--- src/rtl/sdram_seq_ctrl.sv ---
module sdram_seq_ctrl #(
  parameter int CLK_PERIOD_NS = 4,
  parameter int T_RCD_NS      = 20,
  parameter int T_RP_NS       = 20,
  parameter int T_RFC_NS      = 70,
  parameter int T_REFI_NS     = 15625,
  parameter int POWERUP_NS    = 100000,
  parameter int WR_CYC        = 2,
  parameter int MRD_CYC       = 2,
  parameter int CNT_W         = 16,
  parameter int BANK_W        = 2,
  parameter int ROW_W         = 12,
  parameter int COL_W         = 9,
  parameter int DATA_W        = 8,
  localparam int ADDR_W       = BANK_W + ROW_W + COL_W
) (
  input  logic              clk,
  input  logic              rst_n,
  input  logic              cl3,
  input  logic              req_valid,
  input  logic              req_we,
  input  logic [ADDR_W-1:0] req_addr,
  input  logic [DATA_W-1:0] req_wdata,
  output logic              req_ready,
  output logic              rd_valid,
  output logic [DATA_W-1:0] rd_data,
  output logic              sd_cke,
  output logic              sd_cs_n,
  output logic              sd_ras_n,
  output logic              sd_cas_n,
  output logic              sd_we_n,
  output logic [BANK_W-1:0] sd_ba,
  output logic [ROW_W-1:0]  sd_addr,
  output logic              sd_dqm,
  output logic [DATA_W-1:0] sd_dq_out,
  output logic              sd_dq_oe,
  input  logic [DATA_W-1:0] sd_dq_in
);
  localparam int RCD_CYC  = (T_RCD_NS + CLK_PERIOD_NS - 1) / CLK_PERIOD_NS;
  localparam int RP_CYC   = (T_RP_NS + CLK_PERIOD_NS - 1) / CLK_PERIOD_NS;
  localparam int RFC_CYC  = (T_RFC_NS + CLK_PERIOD_NS - 1) / CLK_PERIOD_NS;
  localparam int PWR_CYC  = (POWERUP_NS + CLK_PERIOD_NS - 1) / CLK_PERIOD_NS;
  localparam int REFI_CYC = T_REFI_NS / CLK_PERIOD_NS;

  localparam logic [3:0] C_NOP = 4'b0111, C_ACT = 4'b0011, C_RD  = 4'b0101,
                         C_WR  = 4'b0100, C_PRE = 4'b0010, C_REF = 4'b0001,
                         C_MRS = 4'b0000;
  localparam logic [ROW_W-1:0] A10 = ROW_W'(1) << 10;

  typedef enum logic [3:0] {
    ST_PWR, ST_PALL, ST_IREF, ST_MRS, ST_IDLE,
    ST_ACT, ST_RD, ST_WR, ST_PRE, ST_REF
  } state_t;

  state_t             st;
  logic [CNT_W-1:0]   cnt;
  logic [CNT_W-1:0]   ref_cnt;
  logic               ref_pend;
  logic               second;
  logic               cl_q;
  logic [3:0]         cmd;
  logic               rq_we;
  logic [COL_W-1:0]   rq_col;
  logic [DATA_W-1:0]  rq_wdata;

  assign {sd_cs_n, sd_ras_n, sd_cas_n, sd_we_n} = cmd;
  assign req_ready = (st == ST_IDLE) && !ref_pend;

  always_ff @(posedge clk) begin
    if (!rst_n) begin
      st        <= ST_PWR;
      cnt       <= CNT_W'(PWR_CYC - 1);
      ref_cnt   <= CNT_W'(REFI_CYC - 1);
      ref_pend  <= 1'b0;
      second    <= 1'b0;
      cl_q      <= 1'b0;
      cmd       <= C_NOP;
      sd_cke    <= 1'b0;
      sd_dqm    <= 1'b1;
      sd_ba     <= '0;
      sd_addr   <= '0;
      sd_dq_out <= '0;
      sd_dq_oe  <= 1'b0;
      rd_valid  <= 1'b0;
      rd_data   <= '0;
      rq_we     <= 1'b0;
      rq_col    <= '0;
      rq_wdata  <= '0;
    end else begin
      sd_cke   <= 1'b1;
      cmd      <= C_NOP;
      sd_dq_oe <= 1'b0;
      rd_valid <= 1'b0;
      if (ref_cnt == '0) begin
        ref_cnt  <= CNT_W'(REFI_CYC - 1);
        ref_pend <= 1'b1;
      end else begin
        ref_cnt <= ref_cnt - 1'b1;
      end
      if (cnt != '0) cnt <= cnt - 1'b1;

      case (st)
        ST_PWR: if (cnt == '0) begin
          cmd <= C_PRE; sd_addr <= A10; st <= ST_PALL; cnt <= CNT_W'(RP_CYC - 1);
        end
        ST_PALL: if (cnt == '0) begin
          cmd <= C_REF; second <= 1'b0; st <= ST_IREF; cnt <= CNT_W'(RFC_CYC - 1);
        end
        ST_IREF: if (cnt == '0) begin
          if (!second) begin
            cmd <= C_REF; second <= 1'b1; cnt <= CNT_W'(RFC_CYC - 1);
          end else begin
            cmd     <= C_MRS;
            sd_ba   <= '0;
            sd_addr <= ROW_W'({2'b01, cl3, 4'b0000});
            cl_q    <= cl3;
            st      <= ST_MRS;
            cnt     <= CNT_W'(MRD_CYC - 1);
          end
        end
        ST_MRS: if (cnt == '0) begin
          sd_dqm <= 1'b0; st <= ST_IDLE;
        end
        ST_IDLE: begin
          if (ref_pend) begin
            cmd      <= C_REF;
            ref_pend <= (ref_cnt == '0);
            st       <= ST_REF;
            cnt      <= CNT_W'(RFC_CYC - 1);
          end else if (req_valid) begin
            cmd      <= C_ACT;
            sd_ba    <= req_addr[ADDR_W-1 -: BANK_W];
            sd_addr  <= req_addr[COL_W +: ROW_W];
            rq_we    <= req_we;
            rq_col   <= req_addr[COL_W-1:0];
            rq_wdata <= req_wdata;
            st       <= ST_ACT;
            cnt      <= CNT_W'(RCD_CYC - 1);
          end
        end
        ST_ACT: if (cnt == '0) begin
          sd_addr <= ROW_W'(rq_col);
          if (rq_we) begin
            cmd <= C_WR; sd_dq_oe <= 1'b1; sd_dq_out <= rq_wdata;
            st  <= ST_WR; cnt <= CNT_W'(WR_CYC - 1);
          end else begin
            cmd <= C_RD; st <= ST_RD; cnt <= cl_q ? CNT_W'(3) : CNT_W'(2);
          end
        end
        ST_RD: if (cnt == '0) begin
          rd_data <= sd_dq_in; rd_valid <= 1'b1;
          cmd <= C_PRE; sd_addr <= '0; st <= ST_PRE; cnt <= CNT_W'(RP_CYC - 1);
        end
        ST_WR: if (cnt == '0) begin
          cmd <= C_PRE; sd_addr <= '0; st <= ST_PRE; cnt <= CNT_W'(RP_CYC - 1);
        end
        ST_PRE, ST_REF: if (cnt == '0) st <= ST_IDLE;
        default: st <= ST_IDLE;
      endcase
    end
  end
endmodule

--- config.mk ---
export PLATFORM = sky130hd
export DESIGN_NAME = sdram_seq_ctrl
export DESIGN_NICKNAME = d
export VERILOG_FILES = /design/src/rtl/sdram_seq_ctrl.sv
export SDC_FILE = /design/constraint.sdc
export NUM_CORES = 1
export LEC_CHECK = 0
export ABC_AREA = 0
export BUFFER_PORTS_ARGS = -buffer_cell sky130_fd_sc_hd__buf_2
export CORE_AREA = 2 2 92 94
export CTS_CLUSTER_DIAMETER = 30
export DETAILED_ROUTE_END_ITERATION = 8
export DIE_AREA = 0 0 94 96
export PLACE_DENSITY = 0.79
export SYNTH_ARGS = -nofsm -noshare
export SYNTH_HDL_FRONTEND = slang
export SYNTH_SLANG_ARGS = --single-unit
--- constraint.sdc ---
create_clock -name clk -period 3.9 [get_ports clk]
set_input_delay 0.585 -clock clk [delete_from_list [all_inputs] [get_ports clk]]
set_output_delay 0.585 -clock clk [all_outputs]
set_load 0.1 [all_outputs]
Word-level counts from Yosys, hierarchy flattened
Cells that the tools add are included.
{"block": "op_classes", "add_sub_neg": 2, "n_eq_ne": 19, "n_mux": 53, "bitwise_logic": 2, "n_reduce_logical": 24}
{"operator": "16-bit two-way mux", "count": 7}
{"operator": "12-bit two-way mux", "count": 7}
{"operator": "16-bit case mux with 5 select lines", "count": 1}
{"operator": "12-bit case mux with 5 select lines", "count": 1}
{"operator": "4-bit two-way mux", "count": 9}
{"operator": "16-bit logical NOT", "count": 2}
{"operator": "16-bit by 1-bit subtractor with 16-bit output (second input constant)", "count": 2}
{"operator": "4-bit case mux with 7 select lines", "count": 1}
{"operator": "4-bit by 3-bit equality test with 1-bit output (second input constant)", "count": 4}
{"operator": "8-bit AND reduction", "count": 2}
{"operator": "16-bit nonzero test", "count": 1}
{"operator": "3-bit two-way mux", "count": 5}
{"operator": "3-bit case mux with 5 select lines", "count": 1}
{"operator": "3-bit AND reduction", "count": 5}
{"operator": "2-bit inequality test (second input constant)", "count": 7}
{"operator": "1-bit two-way mux", "count": 12}
{"operator": "2-bit two-way mux", "count": 6}
{"operator": "4-bit by 2-bit equality test with 1-bit output (second input constant)", "count": 2}
{"operator": "4-bit equality test (second input constant)", "count": 2}
{"operator": "2-bit AND reduction", "count": 3}
{"operator": "3-bit OR reduction", "count": 2}
{"operator": "5-bit two-way mux", "count": 1}
{"operator": "5-bit AND reduction", "count": 1}
{"operator": "5-bit nonzero test", "count": 1}
{"operator": "other kinds (11)", "count": 15}
{"block": "word_totals", "regBits": 95, "inputBits": 44, "output_inout_bits": 39, "elab_cells": 118}

Depth between registers and ports, before layout
Gate-level depths: netlist of the first run.
{"block": "logic_depth", "ltp_word": 5, "ltp_mapped": 11, "ltp_nobuf": 8}

Worst setup path after synthesis of the first run
OpenSTA, ideal clock, no wires.
{"block": "synth_timing", "path_type": "register to register", "from": "register st[1]", "to": "register rq_col[0]", "setup_ns": 0.132, "t_arrival_ns": 3.077, "required_ns": 3.768, "setup_slack_ns": 0.691, "path_stages_with_launch": 7, "path_buffers": 1, "period_less_slack_ns": 3.209, "path_cell_list": "dfxtp_1 or4b_1 nor2_1 nand2_1 clkbuf_1 nand2_1 a21oi_1"}
{"block": "synth_between", "elab_chain_cells": 2}
{"item": "from (decl)", "line_no": "55", "text": "state_t st;"}
{"item": "from (signal assigned)", "line_no": "71", "text": "st <= ST_PWR;"}
{"item": "from (signal assigned)", "line_no": "104", "text": "cmd <= C_PRE; sd_addr <= A10; st <= ST_PALL; cnt <= CNT_W'(RP_CYC - 1);"}
{"item": "from (signal assigned)", "line_no": "107", "text": "cmd <= C_REF; second <= 1'b0; st <= ST_IREF; cnt <= CNT_W'(RFC_CYC - 1);"}
{"item": "4-bit by 3-bit equality test with 1-bit output", "line_no": "102", "text": "case (st)"}
{"item": "3-bit AND reduction (no line)"}
{"item": "to (signal assigned)", "line_no": "135", "text": "rq_col <= req_addr[COL_W-1:0];"}
{"item": "to (decl)", "line_no": "63", "text": "logic [COL_W-1:0] rq_col;"}
Every way passes these cells.
A chain may end at the register's enable or synchronous reset.

Worst setup path in the final report of the first run
{"block": "layout_timing", "from": "register st[2]", "to": "output req_ready"}
{"block": "layout_between", "elab_chain_cells": 2}
{"item": "4-bit by 3-bit equality test with 1-bit output", "line_no": "67", "text": "assign req_ready = (st == ST_IDLE) && !ref_pend;"}
{"item": "1-bit logical AND", "line_no": "67"}
{"item": "to (decl)", "line_no": "24", "text": "output logic req_ready,"}
Every way passes these cells.

==> results of run 1 <==
logic make-up after synthesis:
kind of cell,Yosys count,share of synthesized area (%)
AO/OA/AOI/OAI,113,17.14
XOR/XNOR,21,4.313
adder cells (fa/ha/maj),5,1.467
buffers and inverters,45,4.812
flip-flops,94,44.13
multiplexers,22,5.164
other,1,0.08794
AND/OR/NAND/NOR,193,22.89
power by group:
| part | total (uW) | switching [uW] | internal [uW] |
|---|---|---|---|
| logic | 90.7 | 52.6 | 38.0 |
| registers | 987 | 14.5 | 972 |
| clock network | 636 | 383 | 253 |
| total | 1710 | 450 | 1260 |
synth_stat cells, types with 8 or more instances:
library cell / count
xor2_1: 9
a22oi_1: 8
o21ai_0: 17
nand2_1: 64
buf_2: 8
nor2_1: 56
xnor2_1: 12
dfxtp_1: 94
mux2i_1: 22
a211oi_1: 12
a21oi_1: 44
clkbuf_1: 17
inv_1: 12
nor3_1: 10
nand3_1: 12
cell type report:
cell class,instances,share of cell area [%]
clock buffer,9,2.540
clock inverter,7,1.462
inverter,13,1.001
multi-input combinational,355,44.64
sequential,94,38.58
tap,105,2.694
timing repair buffer,86,9.082
state kept, by name (all words and copies together), names as in the netlist:
name,cells
rd_valid,1
sd_cke,1
rq_wdata,8
rq_we,1
sd_dqm,1
sd_dq_oe,1
cnt,16
rq_col,9
cl_q,1
sd_ba,2
sd_dq_out,8
ref_pend,1
ref_cnt,16
sd_addr,12
cmd,3
rd_data,8
st,4
second,1
how the worst max path moves through the flow:
stage           start         end  slack [ns]  depth (start not counted)
2_1_floorplan   st[1]   rq_col[0]        0.69                          6
3_3_place_gp   cnt[0]  rd_data[4]        1.34                          9
3_5_place_dp   cnt[0]  rd_data[6]        1.23                          9
4_1_cts         st[2]   req_ready        1.03                          3
5_1_grt         st[2]   req_ready        0.89                          3
6_report        st[2]   req_ready        1.00                          3
stage by stage:
stage / cells / setup slack (ns) / instance area (um^2)
after floorplan: 494 / 0.6908 / 4264
after global placement: 653 / 1.344 / 4682
after detailed placement: 653 / 1.233 / 4682
after CTS: 669 / 1.028 / 4877
after global routing: 669 / 0.8906 / 4877
final: 669 / 1.002 / 4877
worst register-to-register path, delay by kind of cell (launching register included):
| family | cells | cell delay, ns |
|---|---|---|
| buffers and inverters | 3 | 0.54 |
| multiplexers | 1 | 0.28 |
| AND/OR/NAND/NOR | 4 | 1.24 |
| flip-flops | 1 | 0.36 |
| adder cells (fa/ha/maj) | 1 | 0.15 |
metal layers:
metal,share of wire (%),track usage [%],vias to the layer above
li1,-,-,1873
met2,47,32.68,107
met3,5.2,4.620,9
met5,0,0,-
met4,1.2,8.092,0
met1,46,29.14,1725
==> flow_summary.rst, run 1 <==
.. list-table::
   :header-rows: 1

   * - Metric
     - Value
   * - Die Area
     - 0.009024 mm^2
   * - P per Cell Area
     - 351.3 mW/mm^2
   * - Global router's overall resource usage
     - 21.18%
   * - Share of the cycle needed by the critical path after routing
     - 74.30%
   * - Via count of the first global-routing pass
     - 3277
   * - Synth cell types
     - 62
   * - Share of flip-flops with an asynchronous set or reset after synthesis
     - 0%
   * - Antenna-violating nets left
     - 0
   * - Clock transition time at the flip-flop clock pins of the worst setup and hold paths
     - 0.10 ns
   * - R2R Path End
     - rd_data[6]
   * - Number of antenna cells inserted
     - 0
   * - Slowest stage cell, crit path
     - dfxtp_1
   * - Fin Clk Skew
     - 0.01199 ns
   * - Standby leakage power
     - 0.001948 uW
   * - Achievable Freq
     - 0.3451 GHz
   * - Element type at the critical path end
     - output pin
   * - Number of input and output port buffers inserted
     - 81
   * - Effective utilization at floorplan
     - 52.96%
   * - Setup-failing EPs final
     - 0
   * - Number of detailed-routing iterations run before antenna repair
     - 5
   * - Core box area
     - 0.008051 mm^2
   * - Tot Pwr
     - 1714 uW
   * - Worst-case register-to-register setup slack
     - 1.21 ns
   * - Most frequent standard cell in the layout excluding fill and tap cells
     - dfxtp_1
   * - Global-route wire length before repair
     - 15190 um
   * - Overflow left after global routing
     - 0
   * - Average vias per placed instance
     - 5.552
   * - Path type of the worst min-delay path
     - flip-flop to flip-flop
   * - Hold path startpoint
     - ref_cnt[0]
   * - Most frequent cells in the layout
     - 94 x dfxtp_1, 81 x buf_2, 64 x nand2_1, 56 x nor2_1, 44 x a21oi_1
   * - Final Slew Violations
     - 0
   * - Crit path cell chain
     - or4b_1, nor2_1, buf_2
   * - Depth of the worst register-to-register path
     - 9
   * - Post-DR wirelength/cell
     - 14.28 um
   * - Cell area after synthesis
     - 0.004264 mm^2
   * - Initial drt markers
     - 224
   * - Vert. Die Dim
     - 96 um
   * - Required time of the critical path
     - 3.31 ns
   * - Fraction of the core area covered by cells at the end of the flow
     - 60.58%
   * - Clock buffers created by TritonCTS
     - 9
   * - Dominant cell type by area after synthesis
     - dfxtp_1
   * - Area share of the largest cell type after synthesis
     - 44.13%
   * - Worst Hold Slack
     - 0.4330 ns
   * - Kind of critical path
     - flip-flop to output pin
   * - Fill cell total of the finished layout
     - 731
   * - Tightest slew margin relative to the limit
     - 40.60%
   * - Setup repair after global routing missed its margin
     - no
   * - Width of the chip
     - 94 um
   * - Number of hold violations in the final report
     - 0
   * - Area occupied by multi-input gates
     - 0.002177 mm^2
   * - Most instantiated flip-flop cell in the synthesis netlist
     - dfxtp_1
   * - HPWL after detailed placement
     - 6679 um
   * - Avg Cell Area, Syn
     - 8.632 um^2
   * - Routability congestion estimate
     - 0.9337
   * - Total negative slack
     - 0 ns
   * - Worst path buffer plus inverter count
     - 1
   * - Number of antenna violations at the first check in global routing
     - 0
   * - Register Area
     - 0.001882 mm^2
   * - # resized after CTS
     - 0
   * - Area contributors post-synth
     - dfxtp_1 44%, nand2_1 5.6%, a21oi_1 5.2%
   * - Cell family with the largest share of critical-path delay
     - flip-flops
   * - Post-Syn Nets
     - 543
   * - Share of post-route cells with drive strength above 1
     - 20.39%
   * - Number of nets in the final layout
     - 608
   * - Detailed-route via count
     - 3714
   * - Largest net degree at the start of global routing
     - 57
   * - Type of origin of the critical path
     - flip-flop
   * - Number of H-tree levels
     - 3
   * - Worst stage delay on the critical path
     - 0.77 ns
   * - Worst-path fanout max
     - 22
   * - Worst-margin pin slew
     - 0.8786 ns
   * - Status
     - finished clean
   * - Hold_buf cts
     - 0
   * - Post-detailed-routing wire length
     - 9556 um
   * - Number of synthesized register bits
     - 94
   * - Min Tclk post-route
     - 2.898 ns
   * - Count of flip-flops with a built-in enable after synthesis
     - 0
   * - Number of buffers on the longest clock path
     - 2
   * - Number of clock sinks
     - 94
   * - Insertion delay of the later-clocked pin in the worst-skew pair
     - 0.37 ns
   * - DRC violation count after routing
     - 0
   * - Reg-to-reg critical path startpoint
     - cnt[0]
   * - Post-synthesis cell count
     - 494
   * - Endpoint of the worst hold path
     - ref_cnt[0]
   * - Clock tree from TritonCTS
     - built
   * - Worst path arrival time
     - 2.31 ns
   * - Share of synthesized area occupied by flip-flops and latches
     - 44.13%
   * - VDD IR-drop max
     - 221.0 uV
   * - Area Growth Syn to Fin
     - 14.38%
   * - Count of cells along the worst hold path
     - 1
   * - Count of warnings emitted by yosys
     - 0
   * - Number of top-level design ports
     - 83
   * - Post CTS Setup Buffer Count
     - 0
   * - Count of maximum capacitance violations
     - 0
   * - Number of rows in the core area
     - 33
   * - Root buffer cell
     - clkbuf_8
Power figures use the tool's default switching activity.
==> inputs of run 2 (changes only) <==
==> config.mk (replaced) <==
export PLATFORM = sky130hd
export DESIGN_NAME = sdram_seq_ctrl
export DESIGN_NICKNAME = d
export VERILOG_FILES = /design/src/rtl/sdram_seq_ctrl.sv
export SDC_FILE = /design/constraint.sdc
export NUM_CORES = 1
export LEC_CHECK = 0
export ABC_AREA = 1
export BUFFER_PORTS_ARGS = -buffer_cell sky130_fd_sc_hd__buf_2
export CORE_AREA = 2 2 98 100
export CTS_CLUSTER_DIAMETER = 30
export DETAILED_ROUTE_END_ITERATION = 8
export DIE_AREA = 0 0 100 102
export PLACE_DENSITY = 0.76
export SYNTH_ARGS = -nofsm -noshare
export SYNTH_HDL_FRONTEND = slang
export SYNTH_SLANG_ARGS = --single-unit
==> constraint.sdc (replaced) <==
create_clock -name clk -period 2.4 [get_ports clk]
set_input_delay 0.36 -clock clk [delete_from_list [all_inputs] [get_ports clk]]
set_output_delay 0.36 -clock clk [all_outputs]
set_load 0.1 [all_outputs]
==> flow_summary.rst, run 2 <==
.. list-table::
   :header-rows: 1

   * - Metric
     - Value
   * - Status
     - finished clean (unchanged)
   * - Clock tree from TritonCTS
     - built (unchanged)
   * - Cell area after synthesis
     - 0.004446 mm^2 (was 0.004264 mm^2)
   * - Tot Pwr
     - 3041 uW (was 1714 uW)
   * - Dominant cell type by area after synthesis
     - dfxtp_1 (unchanged)
   * - Global-route wire length before repair
     - 17410 um (was 15190 um)
   * - Number of antenna cells inserted
     - 0 (unchanged)
   * - Share of flip-flops with an asynchronous set or reset after synthesis
     - 0% (unchanged)
   * - Number of buffers on the longest clock path
     - 2 (unchanged)
   * - Setup repair after global routing missed its margin
     - no (unchanged)
   * - Minimum setup slack after placement
     - 0.2907 ns (was 1.233 ns)
   * - Post CTS Setup Buffer Count
     - 0 (unchanged)
   * - Required time of the critical path
     - 2.04 ns (was 3.31 ns)
   * - HPWL after detailed placement
     - 7786 um (was 6679 um)
   * - Most frequent cells in the layout
     - 122 x nand2_1, 94 x dfxtp_1, 80 x buf_2, 65 x nor2_1, 63 x inv_1 (was 94 x dfxtp_1, 81 x buf_2, 64 x nand2_1, 56 x nor2_1, 44 x a21oi_1)
   * - Number of input and output port buffers inserted
     - 81 (unchanged)
   * - Leading registers by flop count
     - cnt x16, ref_cnt x16, sd_addr x12 (unchanged)
   * - Fin Clk Skew
     - 0.009642 ns (was 0.01199 ns)
   * - Area share of the largest cell type after synthesis
     - 42.33% (was 44.13%)
   * - Type of origin of the critical path
     - flip-flop (unchanged)
   * - Average vias per placed instance
     - 5.212 (was 5.552)
   * - Synth cell types
     - 36 (was 62)
   * - Achievable Freq
     - 0.4449 GHz
   * - GR Util met1
     - 27.15% (was 29.14%)
   * - Hold path startpoint
     - req_wdata[7] (was ref_cnt[0])
   * - Post-detailed-routing wire length
     - 10480 um (was 9556 um)
   * - Global router's overall resource usage
     - 21.04% (was 21.18%)
   * - Number of top-level design ports
     - 83 (unchanged)
   * - Share of synthesized area spent on multiplexers
     - 0% (was 5.164%)
   * - Post-route design area
     - 0.005180 mm^2 (was 0.004877 mm^2)
   * - Number of nets in the final layout
     - 743 (was 608)
   * - Min Tclk post-route
     - 2.248 ns
   * - Final Slew Violations
     - 0 (unchanged)
   * - Main combinational cell family by area after synthesis
     - simple AND/OR/NAND/NOR gates (unchanged)
   * - Cell with the most instances after synthesis
     - nand2_1 (was dfxtp_1)
   * - Worst path arrival time
     - 1.89 ns (was 2.31 ns)
   * - Detailed-route via count
     - 4222 (was 3714)
   * - Root buffer cell
     - clkbuf_8 (unchanged)
   * - Initial drt markers
     - 180 (was 224)
   * - Grt met2 use
     - 34.10% (was 32.68%)
   * - Area contributors post-synth
     - dfxtp_1 42%, nand2_1 10%, nor2_1 5.5% (was dfxtp_1 44%, nand2_1 5.6%, a21oi_1 5.2%)
   * - Worst Hold Slack
     - 0.2521 ns (was 0.4330 ns)
   * - Clock buffers created by TritonCTS
     - 9 (unchanged)
   * - VDD IR-drop max
     - 376.6 uV (was 221.0 uV)
   * - Share of post-route cells with drive strength above 1
     - 22.75% (was 20.39%)
   * - Die Area
     - 0.01020 mm^2 (was 0.009024 mm^2)
   * - Post-Syn Nets
     - 665 (was 543)
   * - Post-synthesis cell count
     - 616 (was 494)
   * - Post-synthesis share of cell area spent on and, or, nand and nor gates
     - 32.00% (was 22.89%)
   * - Largest net degree at the start of global routing
     - 27 (was 57)
   * - Number of antenna violations at the first check in global routing
     - 0 (unchanged)
   * - Setup crit start
     - st[2] (unchanged)
   * - Worst-path fanout max
     - 11 (was 22)
   * - Number of hold violations in the final report
     - 0 (unchanged)
   * - Clock transition time at the flip-flop clock pins of the worst setup and hold paths
     - 0.10 ns (about the same)
   * - Count of flip-flops with a built-in enable after synthesis
     - 0 (unchanged)
   * - Overflow left after global routing
     - 0 (unchanged)
   * - Area Growth Syn to Fin
     - 16.52% (was 14.38%)
   * - Routability congestion estimate
     - 0.9814 (was 0.9337)
   * - Fin worst setup slack
     - 0.1522 ns (was 1.002 ns)
   * - Effective utilization at floorplan
     - 48.80% (was 52.96%)
   * - Avg Cell Area, Syn
     - 7.217 um^2 (was 8.632 um^2)
   * - Number of clock sinks
     - 94 (unchanged)
   * - Standby leakage power
     - 0.002232 uW (was 0.001948 uW)
   * - Total negative slack
     - 0 ns (unchanged)
   * - Count of maximum capacitance violations
     - 0 (unchanged)
   * - Number of synthesized register bits
     - 94 (unchanged)
   * - DRC violation count after routing
     - 0 (unchanged)
   * - Setup-failing EPs final
     - 0 (unchanged)
   * - Most instantiated flip-flop cell in the synthesis netlist
     - dfxtp_1 (unchanged)
   * - Width of the chip
     - 100 um (was 94 um)
   * - Compound-Gate Fraction of Synth Area
     - 12.30% (was 17.14%)
   * - Share of the cycle needed by the critical path after routing
     - 93.66%
   * - Tightest slew margin relative to the limit
     - 66.52% (was 40.60%)
   * - Top cells by instance count after synthesis
     - 122 x nand2_1, 94 x dfxtp_1, 65 x nor2_1 (was 94 x dfxtp_1, 64 x nand2_1, 56 x nor2_1)
   * - P per Cell Area
     - 587.1 mW/mm^2 (was 351.3 mW/mm^2)
   * - Element type at the critical path end
     - output pin (unchanged)
   * - Reg-to-reg critical path startpoint
     - cnt[0] (unchanged)
   * - Share of synthesized area occupied by flip-flops and latches
     - 42.33% (was 44.13%)
   * - Kind of critical path
     - flip-flop to output pin (unchanged)
   * - Core box area
     - 0.009109 mm^2 (was 0.008051 mm^2)
   * - Most frequent standard cell in the layout excluding fill and tap cells
     - nand2_1 (was dfxtp_1)
   * - Antenna-violating nets left
     - 0 (unchanged)
   * - Via count of the first global-routing pass
     - 3892 (was 3277)
   * - Met3 global-route usage
     - 4.720% (was 4.620%)
   * - Vert. Die Dim
     - 102 um (was 96 um)
   * - Count of warnings emitted by yosys
     - 0 (unchanged)
   * - Number of detailed-routing iterations run before antenna repair
     - 4 (was 5)
   * - Number of rows in the core area
     - 35 (was 33)
   * - Post-Synth XOR/XNOR Area
     - 3.152% (was 4.313%)
   * - Grt peak-use layer
     - met2 (unchanged)
   * - Number of H-tree levels
     - 3 (unchanged)
   * - Post-DR wirelength/cell
     - 12.94 um (was 14.28 um)
   * - Hold_buf cts
     - 0 (unchanged)
   * - Path type of the worst min-delay path
     - input pin to flip-flop (was flip-flop to flip-flop)
   * - Worst-margin pin slew
     - 0.5004 ns (was 0.8786 ns)
   * - Insertion delay of the later-clocked pin in the worst-skew pair
     - 0.37 ns (about the same)
   * - Adder-cell share of the synthesized area
     - 1.407% (was 1.467%)
   * - Instance area after placement
     - 0.004940 mm^2 (was 0.004682 mm^2)
==> run 2: cells by family (layout without fill, tap and decap cells) <==
kind of cell	count (synthesis)	after routing
flops	94	94
simple gates	308	308
compound gates	97	97
fa+ha+maj	5	5
other cells	1	1
buf+inv	95	178
xor+xnor	16	16
==> run 2: final timing paths <==
path | end | slack [ns] | cells past startpoint
worst max-delay path | req_ready | 0.15 | 6
worst min-delay path | rq_wdata[7] | 0.25 | 3
worst max register to register | cnt[11] | 0.22 | 12
worst min register to register | ref_cnt[0] | 0.40 | 1
==> run 2: critical path: stages (launching register included) <==
cell      delay [ns]
dfxtp_1         0.47
inv_2           0.11
nor2_4          0.13
nand2_2         0.11
nor2_4          0.16
buf_4           0.20
clkbuf_4        0.34
==> run 2: layout make-up <==
type | instances | area [um^2]
flip-flops and latches | 94 | 1882
repair buffers | 90 | 475.5
fillers | 878 | 3929
clock buffers | 10 | 137.6
clock inverters | 6 | 100.1
well taps | 111 | 138.9
multi-input cells | 427 | 2176
inverters | 72 | 270.3
==> run 2: power breakdown <==
group	internal, uW	switching [uW]	leakage [uW]	total (uW)
sequential	1580	21.3	0.000760	1610
combinational	79.3	131	0.00135	210
clock	635	590	0.000121	1230
==> run 2: timing repair <==
action                                  4_1_cts  5_1_grt
endpoints found under the setup margin        0        1
endpoints found under the hold margin         0        0
gates resized for setup                       0        1
==> run 2: through the flow <==
stage / utilization [%] / instances
after global routing: 56.87 / 810
after detailed placement: 54.23 / 794
final: 56.87 / 810
after floorplan: - / 616
after global placement: 54.23 / 794
after CTS: 56.84 / 810
==> run 2: per-layer routing <==
layer,routed length [um],vias to the layer above
li1,-,2154
met1,4776,1927
met2,4863,117
met5,0,-
met4,237,0
met3,600,24
==> inputs of run 3 (changes only) <==
--- a/config.mk
+++ b/config.mk
@@ -7,11 +7,11 @@
 export LEC_CHECK = 0
 export ABC_AREA = 1
 export BUFFER_PORTS_ARGS = -buffer_cell sky130_fd_sc_hd__buf_2
-export CORE_AREA = 2 2 98 100
+export CORE_AREA = 2 2 116 118
 export CTS_CLUSTER_DIAMETER = 30
 export DETAILED_ROUTE_END_ITERATION = 8
-export DIE_AREA = 0 0 100 102
-export PLACE_DENSITY = 0.76
+export DIE_AREA = 0 0 118 120
+export PLACE_DENSITY = 0.58
 export SYNTH_ARGS = -nofsm -noshare
 export SYNTH_HDL_FRONTEND = slang
 export SYNTH_SLANG_ARGS = --single-unit
==> flow_summary.rst, run 3 (same netlist as run 2, synthesis figures left out) <==
.. list-table::
   :header-rows: 1

   * - Metric
     - Value
   * - Status
     - finished clean (unchanged)
   * - Overflow left after global routing
     - 0 (unchanged)
   * - Minimum setup slack after placement
     - 0.2705 ns (was 0.2907 ns)
   * - Internal power
     - 2380 uW (was 2299 uW)
   * - Tot Pwr
     - 3190 uW (was 3041 uW)
   * - Number of nets in the final layout
     - 747 (was 743)
   * - P per Cell Area
     - 596.2 mW/mm^2 (was 587.1 mW/mm^2)
   * - Global router's overall resource usage
     - 15.49% (was 21.04%)
   * - Min Tclk post-route
     - 2.293 ns (was 2.248 ns)
   * - Area Growth Syn to Fin
     - 20.35% (was 16.52%)
   * - HPWL after detailed placement
     - 8128 um (was 7786 um)
   * - Initial drt markers
     - 197 (was 180)
   * - Global-route wire length before repair
     - 18110 um (was 17410 um)
   * - Setup-failing EPs final
     - 0 (unchanged)
   * - Effective utilization at floorplan
     - 34.25% (was 48.80%)
   * - Detailed-route via count
     - 4096 (was 4222)
   * - Clock tree from TritonCTS
     - built (unchanged)
   * - Width of the chip
     - 118 um (was 100 um)
   * - Fill cell total of the finished layout
     - 1340 (was 878)
   * - Most frequent standard cell in the layout excluding fill and tap cells
     - nand2_1 (unchanged)
   * - Element type at the critical path end
     - output pin (unchanged)
   * - Tightest slew margin relative to the limit
     - 64.07% (was 66.52%)
   * - Share of post-route cells with drive strength above 1
     - 23.19% (was 22.75%)
   * - Number of clock sinks
     - 94 (unchanged)
   * - Number of antenna violations at the first check in global routing
     - 0 (unchanged)
   * - Most frequent cells in the layout
     - 122 x nand2_1, 94 x dfxtp_1, 81 x buf_2, 65 x nor2_1, 63 x inv_1 (was 122 x nand2_1, 94 x dfxtp_1, 80 x buf_2, 65 x nor2_1, 63 x inv_1)
   * - Average vias per placed instance
     - 4.660 (was 5.212)
   * - Hold_buf cts
     - 0 (unchanged)
   * - Fin Clk Skew
     - 0.007999 ns (was 0.009642 ns)
   * - Crit path top cell by count
     - nor2_4 (unchanged)
   * - Achievable Freq
     - 0.4362 GHz (was 0.4449 GHz)
   * - Worst path arrival time
     - 1.93 ns (was 1.89 ns)
   * - Number of detailed-routing iterations run before antenna repair
     - 4 (unchanged)
   * - Number of rows in the core area
     - 42 (was 35)
   * - Number of top-level design ports
     - 83 (unchanged)
   * - Cell family with the largest share of critical-path delay
     - buffers and inverters (unchanged)
   * - Share of the cycle needed by the critical path after routing
     - 95.53% (was 93.66%)
   * - Final Slew Violations
     - 0 (unchanged)
   * - Post-detailed-routing wire length
     - 10750 um (was 10480 um)
   * - Routability congestion estimate
     - 0.8428 (was 0.9814)
   * - Core box area
     - 0.01298 mm^2 (was 0.009109 mm^2)
   * - Count of maximum capacitance violations
     - 0 (unchanged)
   * - Path type of the worst min-delay path
     - input pin to flip-flop (unchanged)
   * - Total negative slack
     - 0 ns (unchanged)
   * - Via count of the first global-routing pass
     - 3905 (was 3892)
   * - Number of H-tree levels
     - 3 (unchanged)
   * - Number of input and output port buffers inserted
     - 81 (unchanged)
   * - Part of the total power dissipated in combinational logic
     - 6.5% (was 6.9%)
   * - Worst-path fanout max
     - 11 (unchanged)
   * - Number of antenna cells inserted
     - 0 (unchanged)
   * - Post-route design area
     - 0.005350 mm^2 (was 0.005180 mm^2)
   * - Fin worst setup slack
     - 0.1074 ns (was 0.1522 ns)
   * - Worst-margin pin slew
     - 0.5370 ns (was 0.5004 ns)
   * - Slowest stage cell, crit path
     - dfxtp_1 (unchanged)
   * - Required time of the critical path
     - 2.04 ns (about the same)
   * - Die Area
     - 0.01416 mm^2 (was 0.01020 mm^2)
   * - Antenna-violating nets left
     - 0 (unchanged)
   * - Root buffer cell
     - clkbuf_16 (was clkbuf_8)
   * - Largest net degree at the start of global routing
     - 27 (unchanged)
   * - Sw Pwr
     - 809.3 uW (was 742.5 uW)
   * - Number of hold violations in the final report
     - 0 (unchanged)
   * - Type of origin of the critical path
     - flip-flop (unchanged)
   * - DRC violation count after routing
     - 0 (unchanged)
   * - Clock transition time at the flip-flop clock pins of the worst setup and hold paths
     - 0.07 ns (was 0.10 ns)
   * - Standby leakage power
     - 0.002279 uW (was 0.002232 uW)
   * - Insertion delay of the later-clocked pin in the worst-skew pair
     - 0.35 ns (was 0.37 ns)
   * - Instance area after placement
     - 0.005044 mm^2 (was 0.004940 mm^2)
   * - Vert. Die Dim
     - 120 um (was 102 um)
   * - Worst path buffer plus inverter count
     - 3 (unchanged)
   * - Clock buffers created by TritonCTS
     - 9 (unchanged)
   * - Sw Share
     - 25.37% (was 24.41%)
   * - Kind of critical path
     - flip-flop to output pin (unchanged)
   * - Leading registers by flop count
     - cnt x16, ref_cnt x16, sd_addr x12 (unchanged)
   * - Crit path cell chain
     - inv_2, nor2_4, nand2_2, nor2_4, buf_4, buf_2 (was inv_2, nor2_4, nand2_2, nor2_4, buf_4, clkbuf_4)
   * - VDD IR-drop max
     - 344.8 uV (was 376.6 uV)
   * - Number of buffers on the longest clock path
     - 2 (unchanged)
   * - Post-DR wirelength/cell
     - 12.23 um (was 12.94 um)
   * - Sequential Power Share
     - 50.3% (was 52.8%)
   * - Clk pwr share
     - 43.2% (was 40.3%)
   * - Setup repair after global routing missed its margin
     - no (unchanged)
   * - Worst stage delay on the critical path
     - 0.46 ns (was 0.47 ns)
-- run 3: per-layer routing --
metal	up-vias	routed length, um	GRT usage [%]	part of all wire, %
met5	-	0	0	0
met4	0	171	5.873	1.6
met3	16	444	2.376	4.1
met2	79	4929	25.91	46
met1	1847	5202	20.18	48
li1	2154	-	-	-
-- run 3: per-stage QoR --
step / cells / hold WS, ns / utilization (%)
floorplan: 616 / 0.3657 / -
global placement: 862 / 0.3772 / 38.86
detailed placement: 862 / 0.3845 / 38.86
CTS: 878 / 0.2749 / 41.03
global route: 879 / 0.2884 / 41.22
finish: 879 / 0.2793 / 41.22
-- run 3: worst paths after layout --
kind / startpoint / endpoint / slack (ns) / cells past startpoint
setup / recovery: st[2] / req_ready / 0.11 / 6
hold / removal: req_wdata[3] / rq_wdata[3] / 0.28 / 3
setup reg to reg: cnt[0] / cnt[11] / 0.30 / 12
hold reg to reg: ref_cnt[0] / ref_cnt[0] / 0.40 / 1
-- run 3: cell type report --
class / instances / area, um^2 / area share [%]
Clock buffer: 9 / 225.2 / 4.210
Clock inverter: 7 / 56.30 / 1.052
Multi-Input combinational cell: 427 / 2181 / 40.76
Inverter: 72 / 270.3 / 5.051
Timing Repair Buffer: 94 / 515.5 / 9.635
Tap cell: 176 / 220.2 / 4.116
Sequential cell: 94 / 1882 / 35.17
-- run 3: worst min-delay path, cell delays in order --
cell	delay (ns)
buf_2	0.10
nand3_1	0.07
a21oi_1	0.06
-- run 3: power by group through the flow --
| stage | clock, uW | sequential, uW | combinational (uW) |
|---|---|---|---|
| after floorplan | 0 | 1640 | 136 |
| after global placement | 0 | 1640 | 208 |
| after detailed placement | 0 | 1640 | 210 |
| after CTS | 1410 | 1600 | 211 |
| after global routing | 1460 | 1610 | 238 |
| final | 1380 | 1600 | 209 |
-- run 3: timing repair --
| item | in CTS | in global routing |
|---|---|---|
| endpoints found under the setup margin | 0 | 3 |
| gates resized for setup | 0 | 1 |
| setup buffers | 0 | 1 |
